### config.mk
export PLATFORM = sky130hd
export DESIGN_NAME = lane_id_recovery
export DESIGN_NICKNAME = d
export VERILOG_FILES = /design/src/rtl/lid_pkg.sv /design/src/rtl/lid_lane_filter.sv /design/src/rtl/lid_loss_timer.sv /design/src/rtl/lid_unique_check.sv /design/src/rtl/lane_id_recovery.sv
export SDC_FILE = /design/constraint.sdc
export NUM_CORES = 1
export LEC_CHECK = 0
export ABC_AREA = 1
export BUFFER_PORTS_ARGS = -buffer_cell sky130_fd_sc_hd__buf_2
export CORE_ASPECT_RATIO = 1.75
export CORE_UTILIZATION = 45
export CTS_CLUSTER_DIAMETER = 200
export DETAILED_ROUTE_END_ITERATION = 10
export GPL_TIMING_DRIVEN = 0
export SETUP_SLACK_MARGIN = 0.3
export SYNTH_ARGS = -nofsm -noshare
export SYNTH_HDL_FRONTEND = slang
export SYNTH_SLANG_ARGS = --single-unit
### constraint.sdc
create_clock -name clk -period 1.6 [get_ports clk]
set_input_delay 0.32 -clock clk [delete_from_list [all_inputs] [get_ports clk]]
set_output_delay 0.32 -clock clk [all_outputs]
set_load 0.02 [all_outputs]
### src/rtl/lid_pkg.sv
package lid_pkg;
   localparam int MARK_W = 2;
   localparam int BYTE_W = 8;
   typedef logic [MARK_W-1:0] mark_t;
   typedef enum logic {ST_OOR = 1'b0, ST_IR = 1'b1} rec_state_t;
endpackage

### src/rtl/lid_lane_filter.sv
module lid_lane_filter
   import lid_pkg::*;
#(
   parameter int PERSIST = 5
) (
   input  logic       clk,
   input  logic       rst_n,
   input  logic       strobe,
   input  mark_t      mark_in,
   output rec_state_t state_o,
   output mark_t      acc_o,
   output logic       acc_vld_o
);
   localparam int CW = $clog2(PERSIST + 1);

   if (PERSIST < 2) begin : g_bad_persist
      $error("PERSIST must be at least 2");
   end

   rec_state_t     state_q;
   mark_t          acc_q;
   mark_t          cand_q;
   logic           vld_q;
   logic [CW-1:0]  run_q;

   always_ff @(posedge clk) begin
      if (!rst_n) begin
         state_q <= ST_OOR;
         acc_q   <= '0;
         cand_q  <= '0;
         vld_q   <= 1'b0;
         run_q   <= '0;
      end else if (strobe) begin
         case (state_q)
            ST_OOR: begin
               if (run_q != '0 && mark_in == cand_q) begin
                  if (run_q == CW'(PERSIST - 1)) begin
                     state_q <= ST_IR;
                     acc_q   <= mark_in;
                     vld_q   <= 1'b1;
                     run_q   <= '0;
                  end else begin
                     run_q <= run_q + 1'b1;
                  end
               end else begin
                  cand_q <= mark_in;
                  run_q  <= CW'(1);
               end
            end
            default: begin
               if (mark_in != acc_q) begin
                  if (run_q == CW'(PERSIST - 1)) begin
                     state_q <= ST_OOR;
                     run_q   <= '0;
                  end else begin
                     run_q <= run_q + 1'b1;
                  end
               end else begin
                  run_q <= '0;
               end
            end
         endcase
      end
   end

   assign state_o   = state_q;
   assign acc_o     = acc_q;
   assign acc_vld_o = vld_q;
endmodule

### src/rtl/lid_loss_timer.sv
module lid_loss_timer #(
   parameter int LIMIT = 375000
) (
   input  logic clk,
   input  logic rst_n,
   input  logic in_rec,
   output logic lor
);
   localparam int TW = $clog2(LIMIT + 1);

   if (LIMIT < 1) begin : g_bad_limit
      $error("LIMIT must be at least 1");
   end

   logic [TW-1:0] cnt_q;
   logic          lor_q;

   // Counts while the lock state disagrees with the flag; flips after LIMIT cycles.
   always_ff @(posedge clk) begin
      if (!rst_n) begin
         lor_q <= 1'b1;
         cnt_q <= '0;
      end else if (in_rec == lor_q) begin
         if (cnt_q == TW'(LIMIT - 1)) begin
            lor_q <= ~lor_q;
            cnt_q <= '0;
         end else begin
            cnt_q <= cnt_q + 1'b1;
         end
      end else begin
         cnt_q <= '0;
      end
   end

   assign lor = lor_q;
endmodule

### src/rtl/lid_unique_check.sv
module lid_unique_check
   import lid_pkg::*;
#(
   parameter int NUM_LANES = 4
) (
   input  logic [NUM_LANES*MARK_W-1:0] ids,
   input  logic [NUM_LANES-1:0]        vld,
   input  logic [NUM_LANES-1:0]        lor,
   output logic                        set_ok
);
   logic [NUM_LANES-1:0][NUM_LANES-1:0] clash;

   for (genvar a = 0; a < NUM_LANES; a++) begin : g_row
      for (genvar b = 0; b < NUM_LANES; b++) begin : g_col
         if (b > a) begin : g_cmp
            assign clash[a][b] = (ids[a*MARK_W +: MARK_W] == ids[b*MARK_W +: MARK_W]);
         end else begin : g_none
            assign clash[a][b] = 1'b0;
         end
      end
   end

   assign set_ok = (&vld) && !(|lor) && !(|clash);
endmodule

### src/rtl/lane_id_recovery.sv
module lane_id_recovery
   import lid_pkg::*;
#(
   parameter int NUM_LANES   = 4,
   parameter int PERSIST     = 5,
   parameter int LOSS_CYCLES = 375000
) (
   input  logic                        clk,
   input  logic                        rst_n,
   input  logic [NUM_LANES-1:0]        per_strobe,
   input  logic [NUM_LANES*8-1:0]      mfas_in,
   output logic [NUM_LANES*2-1:0]      lane_id,
   output logic [NUM_LANES-1:0]        lane_lor,
   output logic                        lanes_ok
);
   if (NUM_LANES != (1 << MARK_W)) begin : g_bad_lanes
      $error("NUM_LANES must equal the number of lane identities");
   end

   logic [NUM_LANES-1:0] vld;
   logic [NUM_LANES-1:0] unused_hi;

   for (genvar g = 0; g < NUM_LANES; g++) begin : g_lane
      rec_state_t st;

      assign unused_hi[g] = ^mfas_in[g*BYTE_W + MARK_W +: BYTE_W - MARK_W];

      lid_lane_filter #(.PERSIST(PERSIST)) u_filt (
         .clk       (clk),
         .rst_n     (rst_n),
         .strobe    (per_strobe[g]),
         .mark_in   (mfas_in[g*BYTE_W +: MARK_W]),
         .state_o   (st),
         .acc_o     (lane_id[g*MARK_W +: MARK_W]),
         .acc_vld_o (vld[g])
      );

      lid_loss_timer #(.LIMIT(LOSS_CYCLES)) u_tmr (
         .clk    (clk),
         .rst_n  (rst_n),
         .in_rec (st == ST_IR),
         .lor    (lane_lor[g])
      );
   end

   lid_unique_check #(.NUM_LANES(NUM_LANES)) u_uniq (
      .ids    (lane_id),
      .vld    (vld),
      .lor    (lane_lor),
      .set_ok (lanes_ok)
   );
endmodule

==> qor.txt, run 1 <==
outcome: finished with violations
failing checks: setup timing
Internal: 5.27 mW
DP Worst Slack: -0.0751 ns
Worst slew margin: 56.1%
crit path time final: 1.82 ns
Achievable Freq: 549 MHz
initial drt markers: 264
final worst path period share: 114%
number of synthesized register bits: 116
list of most frequent post-synthesis cells: nand2_1, nor2_1, inv_1
hold_buf cts: 0
crit path max fanout: 5
Port Buf Inserts: 25
Hold Startpoint: mfas_in[24]
syn avg cell area: 6.49 um^2
Sw Pwr: 1.61 mW
Max VDD drop: 0.677 mV
GRT Total Usage: 23.8%
Initial Utilization: 46.3%
Final Hold Viols: 0
Yosys Warn Count: 0
Mapped Area: 6270 um^2
ys async rst share: 0%
Flop pwr share: 42.4%
total area of sequential cells: 2440 um^2
Clock Latency Late Sink: 0.41 ns
final hold slack: 0.180 ns
most common cell in the netlist: nand2_1
post-synthesis mux area share: 0%
placed inst area: 6650 um^2
r2r startpoint: g_lane[2].u_tmr.cnt_q[10]
CTS tree: done
Worst-Margin Slew: 0.659 ns
vias per std cell: 5.12
Antenna diodes: 0
Critical Path Source: g_lane[2].u_filt.acc_o[0]
number of synthesized flops with an enable pin: 0
post-synth net total: 1016
Synth Area in XOR/XNOR: 3.91%
width of the die: 91.2 um
power density over the cells: 750 nW/um^2
antenna violations before repair: 0
CP arrival: 1.50 ns
Seq/Total Area, Yosys: 37.1%
first-pass GRT wire length: 27200 um
nets: 1132
num rows: 56
Clock Power Share: 52.2%
share of post-route cells with drive strength above 1: 38.4%
crit start category: flop
Die ar.: 14400 um^2
CTS Buffer Depth: 2
H-tree depth: 4
gr ovfl total: 0
GP Congestion: 0.852
total of max-cap violations: 0
final worst slack: -0.222 ns
Synth Instances: 965
DRC viols: 0
area leader, netlist: dfxtp_1
CTS sink count: 116
Synth Area in Adders: 2.60%
dpl cells: 1164
clk_skew: 0.00950 ns
Netlist cell types: 31
number of cells in the finished layout apart from fillers: 1267
max-slew violation count: 0
top cell type's share of synthesized area: 37.1%
Switching Share: 23.4%
CTS clk-pin slew, worst paths: 0.06 ns
Critical Path Sink Type: output pin
clk root buf: clkbuf_16
top_reg_cell synth: dfxtp_1
Core Region: 13500 um^2
Final Instance Area: 9160 um^2
Die H: 158 um
area delta synth->final: 46.2%
Design Power: 6.87 mW
fill count: 1176
area of the multi-input gates: 4400 um^2
largest family of logic cells by synthesized area: simple AND/OR/NAND/NOR gates
critical path type: flop to output pin
vias in the first global route: 6088
Routed Wire Length: 17900 um
Leakage Power: 3.37 nW
Routed Antenna Nets: 0
Setup Viol. Count Final: 1
HP Class: input port to flop
Required @ worst endpoint: 1.28 ns
TritonCTS Buffers: 17
IO Count: 51
WL/cell: 14.1 um
post-synthesis simple-gate area fraction: 39.6%
largest net degree at the start of global routing: 17
HPWL after detailed placement: 11400 um
Combinational Power Share: 5.4%
via count: 6490
post-synthesis compound-gate area fraction: 7.89%
top cells by area, synth: dfxtp_1, nand2_1, nor2_1
RSZ-0062 raised after global routing: true
DR pass1 iterations: 5
## cells by family after synthesis
kind of cell | after synthesis
flops | 116
buf+inv | 136
fa+ha+maj | 13
simple gates | 577
xor+xnor | 28
compound gates | 95
## layout make-up
| type | count | share of cell area, % |
|---|---|---|
| Sequential cell | 116 | 26.7 |
| Multi-Input combinational cell | 713 | 48.0 |
| Tap cell | 174 | 2.38 |
| Inverter | 122 | 5.05 |
| Timing Repair Buffer | 97 | 10.3 |
| Clock inverter | 9 | 0.874 |
| Buffer | 14 | 1.53 |
| Clock buffer | 22 | 5.18 |
## path summary, 6_finish.rpt
check / to / slack, ns / cells past startpoint
worst min register to register: g_lane[3].u_tmr.cnt_q[0] / 0.44 / 1
worst min-delay path: g_lane[3].u_filt.acc_o[0] / 0.18 / 3
worst max register to register: g_lane[2].u_tmr.cnt_q[15] / 0.17 / 8
worst max-delay path: lanes_ok / -0.22 / 7
## worst max-delay path, stage by stage (launching register included)
cell      delay (ns)
dfxtp_2         0.32
buf_6           0.12
inv_1           0.09
nand2_1         0.06
nand4_1         0.09
o211ai_1        0.14
nor2_4          0.14
buf_6           0.12
## power groups by stage
| stage | registers, mW | logic [mW] | clock network (mW) |
|---|---|---|---|
| floorplan | 3.00 | 0.180 | 0 |
| finish | 2.92 | 0.370 | 3.59 |
| global placement | 3.00 | 0.253 | 0 |
| CTS | 2.93 | 0.291 | 3.64 |
| global route | 2.92 | 0.420 | 3.76 |
| detailed placement | 3.00 | 0.256 | 0 |
## placed cells by master (no fill, tap or decap), types with 9 or more instances in the layout
cell / Yosys / final
a21oi_2: 1 / 30
dfxtp_2: 0 / 43
nor2_2: 6 / 22
xor2_1: 15 / 13
dfxtp_4: 0 / 18
nand3_4: 0 / 10
clkbuf_16: 0 / 18
nor2_1: 165 / 114
dfxtp_1: 116 / 55
xnor2_1: 13 / 12
inv_1: 121 / 90
nand4_1: 29 / 29
buf_6: 4 / 33
nand3_2: 4 / 19
nand2_4: 1 / 12
nand3_1: 76 / 51
o21ai_0: 20 / 15
nand2_2: 5 / 29
nand2_1: 263 / 227
nor2_4: 3 / 38
a21oi_1: 66 / 36
buf_4: 4 / 48
inv_2: 1 / 30
buf_2: 3 / 14
ha_4: 0 / 9
## sequential cells by signal, summed over array words and instances (netlist names)
| name | count |
|---|---|
| g_lane.u_filt.acc_o | 8 |
| g_lane.u_filt.run_q | 12 |
| g_lane.u_tmr.cnt_q | 76 |
| g_lane.u_filt.state_o | 4 |
| g_lane.u_filt.acc_vld_o | 4 |
| g_lane.u_filt.cand_q | 8 |
| g_lane.u_tmr.lor | 4 |
## metrics by stage
stage          util (%)  setup TNS (ns)
5_1_grt            67.8          -0.283
4_1_cts            60.7          -0.200
2_1_floorplan         -               0
3_3_place_gp       49.2          -0.490
3_5_place_dp       49.2          -0.569
6_report           67.8          -0.222
## per-layer routing
layer  routed length (um)  GRT usage (%)
met2                10200           47.4
met1                 6640           23.1
met5                    0              0
met4                  526           11.4
met3                  478           4.56
## timing repair
item                       in CTS  in global routing
hold endpoints to repair        0                  0
gates cloned                    3                  2
gates resized for setup       177                221
buffers inserted               42                 25
pin swaps                      44                 61
setup endpoints to repair     117                120
(Power assumes the default switching activity.)
==> run 2, diff against run 1 <==
- CORE_UTILIZATION: 45 -> 60
- CTS_CLUSTER_SIZE: default -> 28
- PLACE_DENSITY: default -> 0.8
==> qor.txt, run 2 (same netlist as run 1, synthesis figures left out) <==
setup slack, reg-to-reg: 0.06 ns (-0.11 ns)
CTS sink count: 116 (unchanged)
power density over the cells: 774 nW/um^2 (+3.2%)
CTS clk-pin slew, worst paths: 0.05 ns (about the same)
DP Worst Slack: -0.0559 ns (+0.0191 ns)
crit path max fanout: 6 (+1)
RR Endpoint: g_lane[2].u_tmr.cnt_q[3]
failing checks: DRC, setup timing
Antenna diodes: 0 (unchanged)
fill count: 460 (-61%)
clk root buf: clkbuf_16
HP Class: input port to flop
Critical Path Sink Type: output pin
total area of sequential cells: 2460 um^2 (+0.61%)
Worst-Margin Slew: 0.690 ns (+0.0314 ns)
hold path depth: 3 (unchanged)
Routed Antenna Nets: 0 (unchanged)
Routed Wire Length: 23400 um (+31%)
CTS tree: done
Setup Viol. Count Final: 1 (unchanged)
outcome: finished with violations
IO Count: 51 (unchanged)
TritonCTS Buffers: 17 (unchanged)
biggest regs: g_lane.u_tmr.cnt_q (76), g_lane.u_filt.run_q (12)
max reg flops: 76 (unchanged)
Final Hold Viols: 0 (unchanged)
RSZ-0062 raised after global routing: true
critical path type: flop to output pin
area of the multi-input gates: 4420 um^2 (+0.63%)
H-tree depth: 4 (unchanged)
Achievable Freq: 550 MHz (+0.30%)
first-pass GRT wire length: 26000 um (-4.6%)
DR pass1 iterations: 11 (+6)
via count: 7574 (+17%)
clk_skew: 0.00892 ns (-0.000581 ns)
Register-to-Register Path Depth: 5 (-3)
Worst slew margin: 54.0% (-2.1 points)
Leakage Power: 3.33 nW (-1.2%)
hold path endpoint: g_lane[1].u_filt.acc_o[1]
gr ovfl total: 0 (unchanged)
max-slew violation count: 0 (unchanged)
crit path time final: 1.82 ns (-0.00553 ns)
Biggest register: g_lane.u_tmr.cnt_q
Port Buf Inserts: 25 (unchanged)
num rows: 49 (-13%)
Core Region: 10200 um^2 (-24%)
setup_tns: -0.217 ns (+0.00553 ns)
vias in the first global route: 6152 (+1.1%)
dpl cells: 1117 (-4.0%)
WL/cell: 19.3 um (+37%)
Design Power: 7.00 mW (+1.8%)
crit start category: flop
share of post-route cells with drive strength above 1: 39.8% (+1.4 points)
GP Congestion: 0.939 (+10%)
width of the die: 79.3 um (-13%)
Die H: 137 um (-13%)
GRT Total Usage: 30.6% (+6.8 points)
HPWL after detailed placement: 10500 um (-7.5%)
hold_buf cts: 0 (unchanged)
final worst path period share: 114% (-0.35 points)
nets: 1126 (-0.53%)
CP arrival: 1.50 ns (about the same)
Max VDD drop: 0.790 mV (+17%)
final worst slack: -0.217 ns (+0.00553 ns)
area delta synth->final: 44.2%
number of cells in the finished layout apart from fillers: 1215 (-4.1%)
Die ar.: 10900 um^2 (-25%)
r2r startpoint: g_lane[2].u_filt.state_o
largest net degree at the start of global routing: 17 (unchanged)
total of max-cap violations: 0 (unchanged)
CTS Buffer Depth: 2 (unchanged)
Initial Utilization: 61.2% (+15 points)
antenna violations before repair: 0 (unchanged)
commonest cells after routing, fill and taps aside: nand2_1, nor2_1, inv_1
vias per std cell: 6.23 (+22%)
initial drt markers: 1011 (+280%)
Required @ worst endpoint: 1.28 ns (about the same)
Hold Startpoint: mfas_in[9]
DRC viols: 5 (+5)
commonest non-fill, non-tap cell in the layout: nand2_1
Clock Latency Late Sink: 0.43 ns (+0.02 ns)
==> run 2: cell types whose count changed in the layout (fill, tap and decap cells not counted), sizes merged <==
cell      change
buf           -8
clkinvlp      -2
clkbuf        +2
clkinv        +3
==> run 2: timing repair <==
item / in CTS / in global routing
endpoints found under the setup margin: 112 / 126
resized for setup: 141 / 266
cloned: 2 / 3
endpoints found under the hold margin: 0 / 0
pin swaps: 33 / 65
setup buffers: 31 / 30
==> run 2: worst max path at each step <==
stage / start / end / slack [ns] / cells past startpoint
floorplan: g_lane[3].u_filt.acc_o[1] / lanes_ok / 0.28 / 5
global route: g_lane[2].u_filt.acc_o[1] / lanes_ok / -0.28 / 6
global placement: rst_n / g_lane[3].u_filt.state_o / -0.05 / 5
detailed placement: rst_n / g_lane[3].u_filt.state_o / -0.06 / 5
CTS: g_lane[2].u_filt.acc_o[0] / lanes_ok / -0.19 / 5
finish: g_lane[1].u_filt.acc_o[0] / lanes_ok / -0.22 / 6
==> run 2: power by group <==
group,internal (mW),switching (mW)
Sequential,2.89,0.0289
Clock,2.28,1.41
Combinational,0.126,0.265
==> run 2: routing by layer <==
metal  up-vias  part of all wire [%]  GRT usage [%]
met4         0                   7.9           18.7
li1       3299                     -              -
met2       572                    50           58.7
met5         -                     0              0
met3       211                   8.2           6.82
met1      3492                    34           28.6
==> run 2: final cells by class <==
type | count | share of cell area [%]
Sequential cell | 116 | 27.2
Inverter | 122 | 5.15
Timing Repair Buffer | 91 | 9.13
Clock buffer | 22 | 5.36
Tap cell | 127 | 1.76
Clock inverter | 10 | 0.886
Buffer | 14 | 1.54
Multi-Input combinational cell | 713 | 49.0
==> run 2: worst max-delay path: stages (launching register included) <==
cell and delay (ns):
dfxtp_4 0.38, inv_2 0.11, nand2_1 0.07, nand4_1 0.10, nand4_1 0.15, nor2_4 0.13
buf_6 0.12
==> run 2: stage by stage <==
stage	hold slack (ns)	area (um^2)	utilization (%)
floorplan	0.406	6310	-
global placement	0.414	6590	64.4
detailed placement	0.422	6590	64.4
CTS	0.183	7860	76.7
global route	0.229	9030	88.2
finish	0.195	9030	88.2
